File: src/rtl/six_seq_pkg.sv
`timescale 1ns/1ps
package six_seq_pkg;

  localparam int STATE_W = 3;
  localparam int BIT_A   = 2;
  localparam int BIT_B   = 1;
  localparam int BIT_C   = 0;

  typedef logic [STATE_W-1:0] seq_code_t;

  localparam seq_code_t CODE_FIRST = 3'b000;
  localparam seq_code_t CODE_LAST  = 3'b110;
  localparam seq_code_t CODE_GAP_L = 3'b011;
  localparam seq_code_t CODE_GAP_H = 3'b111;

  // Flip-flop A input: set when exactly one of A, B is high.
  function automatic logic eq_a(input seq_code_t s);
    return (~s[BIT_A] & s[BIT_B]) | (s[BIT_A] & ~s[BIT_B]);
  endfunction

  // Flip-flop B input copies C.
  function automatic logic eq_b(input seq_code_t s);
    return s[BIT_C];
  endfunction

  // Flip-flop C input: set only when both B and C are low.
  function automatic logic eq_c(input seq_code_t s);
    return ~s[BIT_B] & ~s[BIT_C];
  endfunction

  function automatic logic code_is_gap(input seq_code_t s);
    return (s == CODE_GAP_L) || (s == CODE_GAP_H);
  endfunction

  function automatic logic code_is_last(input seq_code_t s);
    return s == CODE_LAST;
  endfunction

endpackage

File: src/rtl/six_seq_next.sv
`timescale 1ns/1ps
module six_seq_next
  import six_seq_pkg::*;
(
  input  seq_code_t cur_i,
  output seq_code_t nxt_o
);

  logic bit_a, bit_b, bit_c;

  always_comb begin
    bit_a = eq_a(cur_i);
    bit_b = eq_b(cur_i);
    bit_c = eq_c(cur_i);
  end

  always_comb begin
    nxt_o        = '0;
    nxt_o[BIT_A] = bit_a;
    nxt_o[BIT_B] = bit_b;
    nxt_o[BIT_C] = bit_c;
  end

endmodule

File: src/rtl/six_seq_state_reg.sv
`timescale 1ns/1ps
module six_seq_state_reg
  import six_seq_pkg::*;
#(
  parameter seq_code_t RESET_STATE = CODE_FIRST
) (
  input  logic      clk,
  input  logic      rst,
  input  logic      en,
  input  seq_code_t d_i,
  output seq_code_t q_o
);

  for (genvar i = 0; i < STATE_W; i++) begin : g_ff
    logic ff_q;
    always_ff @(posedge clk) begin
      if (rst)
        ff_q <= RESET_STATE[i];
      else if (en)
        ff_q <= d_i[i];
    end
    assign q_o[i] = ff_q;
  end

endmodule

File: src/rtl/six_seq_decode.sv
`timescale 1ns/1ps
module six_seq_decode
  import six_seq_pkg::*;
(
  input  seq_code_t state_i,
  output logic      last_o,
  output logic      gap_o
);

  always_comb begin
    last_o = code_is_last(state_i);
    gap_o  = code_is_gap(state_i);
  end

endmodule

File: src/rtl/six_seq_counter.sv
`timescale 1ns/1ps
module six_seq_counter
  import six_seq_pkg::*;
#(
  parameter logic [2:0] RESET_STATE = 3'b000
) (
  input  logic       clk,
  input  logic       rst,
  input  logic       en,
  output logic [2:0] state_o,
  output logic       term_o
);

  seq_code_t state_q;
  seq_code_t nxt_state;
  logic      last_hit;
  logic      gap_hit;

  six_seq_next u_next (
    .cur_i (state_q),
    .nxt_o (nxt_state)
  );

  six_seq_state_reg #(
    .RESET_STATE (RESET_STATE)
  ) u_reg (
    .clk (clk),
    .rst (rst),
    .en  (en),
    .d_i (nxt_state),
    .q_o (state_q)
  );

  six_seq_decode u_dec (
    .state_i (state_q),
    .last_o  (last_hit),
    .gap_o   (gap_hit)
  );

  assign state_o = state_q;
  assign term_o  = last_hit;

endmodule

File: config.mk
export PLATFORM = sky130hd
export DESIGN_NAME = six_seq_counter
export DESIGN_NICKNAME = d
export VERILOG_FILES = /design/src/rtl/six_seq_pkg.sv /design/src/rtl/six_seq_next.sv /design/src/rtl/six_seq_state_reg.sv /design/src/rtl/six_seq_decode.sv /design/src/rtl/six_seq_counter.sv
export SDC_FILE = /design/constraint.sdc
export NUM_CORES = 1
export LEC_CHECK = 0
export ABC_AREA = 1
export BUFFER_PORTS_ARGS = -buffer_cell sky130_fd_sc_hd__buf_2
export CORE_AREA = 8 8 45 47
export DETAILED_ROUTE_END_ITERATION = 7
export DIE_AREA = 0 0 53 55
export RECOVER_POWER = 100
export SLEW_MARGIN = 15
export SYNTH_ARGS = -nofsm -noshare
export SYNTH_HDL_FRONTEND = slang
export SYNTH_SLANG_ARGS = --single-unit
export TNS_END_PERCENT = 30
File: constraint.sdc
create_clock -name clk -period 2.22 [get_ports clk]
set_clock_uncertainty 0.2 [all_clocks]
set_input_delay 0.111 -clock clk [delete_from_list [all_inputs] [get_ports clk]]
set_output_delay 0.111 -clock clk [all_outputs]
set_load 0.02 [all_outputs]
# Word level (Yosys, flattened, before mapping)
# Cells that the tools add are included.
# op_classes
n_eq_ne	1
bitwise	7
# ops
op	n
AND 1 bit	3
equality test 3 bit, second input constant	1
NOT 1 bit	3
bitwise OR 1 bit	1
# totals
in_bits	3
register_bits	3
output_inout_bits	4
wordCells	11

# Logic depth before layout (Yosys ltp)
# logic_depth
word_depth	3
depth_mapped	3
depth_no_buf	3

# Hierarchy
# From an unflattened synthesis, not the netlist that was laid out.
# unflattened
hier_cells	35
area_unflattened_um2	205.2
# by_module_without_submodules
mod	cells_per_inst	seq_area_each_um2	area_per_inst_um2	n_inst
six_seq_state_reg	22	60.1	142.6	1
six_seq_next	9	0.0	45.0	1
six_seq_decode	4	0.0	17.5	1

# Least setup slack after synthesis
# Ideal clock, no wire load.
# synth_path
path_kind	register to output
startpoint	reg u_reg.g_ff[1].ff_q
endpoint	out term_o
arrival_ns	0.718
slack_ns	1.191
required_ns	1.909
stages_incl_launch_ff	3
path_buffers	0
path_cell_list	dfxtp_1 > nand2_1 > nor2_1
# synth_via
elab_chain_len	1
# synth_lines
item	line	rtl
from (decl)	six_seq_state_reg.sv:15	logic ff_q;
from (signal assigned)	six_seq_state_reg.sv:18	ff_q <= RESET_STATE[i];
from (signal assigned)	six_seq_state_reg.sv:20	ff_q <= d_i[i];
equality test 3 bit	six_seq_pkg.sv:36	return s == CODE_LAST;
to (decl)	six_seq_counter.sv:11	output logic term_o
# No other way between the ends.

# Final worst setup path
# layout_path
startpoint	in rst
endpoint	reg u_reg.g_ff[1].ff_q
# layout_lines
item	line	rtl
from (decl)	six_seq_counter.sv:8	input logic rst,
# No word-level cell between the ends.

==> flow_metrics.env <==
export IMPL_run_status="finished, final reports clean"
export IMPL_whs_ns=0.001933
export IMPL_fp_row_count=14
export IMPL_powerDensity_nw_per_um2=809.5
export IMPL_grt_pass1_vias=136
export IMPL_ys_seq_elements=3
export IMPL_slew_viol_final=0
export IMPL_wirelength_um=347
export IMPL_die_y_um=55
export IMPL_finalNetCount=34
export IMPL_synth_nets=24
export IMPL_syn_cell_area_sq_um=150.1
export IMPL_cts_buffer_depth=2
export IMPL_antenna_found_initial=0
export IMPL_critical_path_class="primary input to register"
export IMPL_cts_tree="yes"
export IMPL_port_buffers=6
export IMPL_cts_root_buf="clkbuf_4"
export IMPL_endpoint_kind="register"
export IMPL_hold_class="primary input to register"
export IMPL_seq_area_frac_synth_pct=40.00
export IMPL_clk_pin_slew_worst_paths_ns=0.04
export IMPL_total_power_uw=173.2
export IMPL_start_util_pct=10.85
export IMPL_yosysWarningCount=0
export IMPL_area_growth_synth_to_final_pct=42.50
export IMPL_tns_ns=0
export IMPL_max_freq_mhz=685.8
export IMPL_final_core_util_pct=15.46
export IMPL_coreArea_sq_um=1384
export IMPL_worstPathRequired_ns=2.19
export IMPL_setup_viol=0
export IMPL_dr_pass1_iters=4
export IMPL_htreeDepth=1
export IMPL_grt_pass1_wl_um=503
export IMPL_synthCells=21
export IMPL_insertion_delay_ns=0.23
export IMPL_reg_top3="u_reg.g_ff.ff_q x3"
export IMPL_ys_types=10
export IMPL_crit_family="buffers and inverters"
export IMPL_antenna_left=0
export IMPL_die_w_um=53
export IMPL_grt_overflow=0
export IMPL_cp_data_arrival_time_ns=1.43
export IMPL_drv_cap=0
export IMPL_cpPeakStageDelay_ns=0.56
export IMPL_drc_errors=0
export IMPL_min_period_ns=1.458
export IMPL_synth_avg_cell_area_sq_um=7.150
export IMPL_final_hold_viol_count=0
export IMPL_synth_top_area_share_pct=40.00
export IMPL_grt_max_degree=7
export IMPL_critPathSlowestCell="dlygate4sd3_1"
export IMPL_crit_path_frequent_cell="dlygate4sd3_1"
export IMPL_start_kind="primary input"
export IMPL_regMostFlops="u_reg.g_ff.ff_q"
export IMPL_synth_largest_area_cell="dfxtp_1"
export IMPL_fillers=161
export IMPL_drive_gt1_share_pct=16.67
export IMPL_cts_sinks=3
export IMPL_crit_fanout=2
export IMPL_worst_slew_pin_slew_ns=0.2565
export IMPL_post_drt_wl_per_cell_um=7.543
export IMPL_largest_reg_flops=3
export IMPL_p_leak_uw=0.00009169
export IMPL_period_share_pct=65.68
export IMPL_post_route_worst_setup_slack_ns=0.7619
export IMPL_gp_congestion=0.7086
export IMPL_die_area_sq_um=2915
export IMPL_ir_worst_vdd_mv=0.1019
export IMPL_critPathBufInv=3
export IMPL_num_vias=144
export IMPL_cts_buffers=3
export IMPL_synthTopCellsByArea="dfxtp_1 40%, buf_4 15%, nand2_1 13%"
export IMPL_via_per_inst=3.130
export IMPL_diodes=0
export IMPL_io_pins=7
export IMPL_post_place_ws_ns=1.211
export IMPL_crit_chain="dlygate4sd3_1 -> clkbuf_1 -> a21oi_1 -> dlygate4sd3_1"
export IMPL_rsz0062_at_grt="false"
export IMPL_slew_headroom_pct=82.98
export IMPL_drt_iter0_drc=3
export IMPL_grtUsageTotal_pct=3.166
cells by family after synthesis:
kind of cell	Yosys count	share of synthesized area, %
compound gates	3	12.49
buf+inv	5	20.00
simple gates	10	27.50
flops	3	40.00
path summary, 6_finish.rpt:
kind                                         start                 end  slack [ns]  cells after the start
worst max-delay path                           rst  u_reg.g_ff[1].ff_q        0.76                      4
worst min-delay path                            en  u_reg.g_ff[0].ff_q       0.002                      4
worst max register to register  u_reg.g_ff[1].ff_q  u_reg.g_ff[1].ff_q        0.79                      3
worst min register to register  u_reg.g_ff[2].ff_q  u_reg.g_ff[2].ff_q        0.33                      2
cell usage in the layout, fill, tap and decap left out:
cell type	n
clkbuf_1	6
nand2_1	5
nor2_1	3
clkbuf_4	3
dfxtp_1	3
inv_1	2
a21oi_1	2
dlygate4sd3_1	2
nand2_2	1
o21ai_0	1
nand3_1	1
buf_2	1
through the flow:
step / instances / cell area, sq um
2_1_floorplan: 21 / 150.1
3_5_place_dp: 40 / 177.7
3_3_place_gp: 40 / 177.7
6_report: 46 / 214.0
5_1_grt: 46 / 214.0
4_1_cts: 46 / 224.0
Yosys cell counts:
library cell and instances:
nand2_1 5, buf_4 3, dfxtp_1 3, nor2_1 3, inv_1 2, a21oi_1 1
a21oi_2 1, nand2_2 1, nand3_1 1, o21ai_0 1
layout make-up:
type	instances	area (sq um)	area share (%)
clock buffer	4	26.28	12.28
inverter	2	7.507	3.509
multi-input combinational	13	56.30	26.32
sequential	3	60.06	28.07
tap	16	20.02	9.357
timing repair buffer	8	43.79	20.47
per-layer routing:
metal,routed length (um),vias to the layer above,track usage [%]
met2,149,7,3.320
li1,-,79,-
met5,0,-,0
met4,27,0,10.34
met1,109,56,1.970
met3,61,2,1.070
worst register-to-register path: stages (launching register included):
cell           delay [ns]
dfxtp_1              0.40
nand2_1              0.08
a21oi_1              0.14
dlygate4sd3_1        0.56
power breakdown:
part,total [uW],internal [uW],switching [uW]
clock network,94.7,67.3,27.4
registers,60.8,57.4,3.41
logic,17.7,7.28,10.4
repair_timing:
item / CTS / global route
setup buffers: 0 / 0
resized for setup: 0 / 0
hold endpoints to repair: 3 / 0
hold buffers: 2 / 0
No activity file was read; power rests on OpenSTA's default activity.
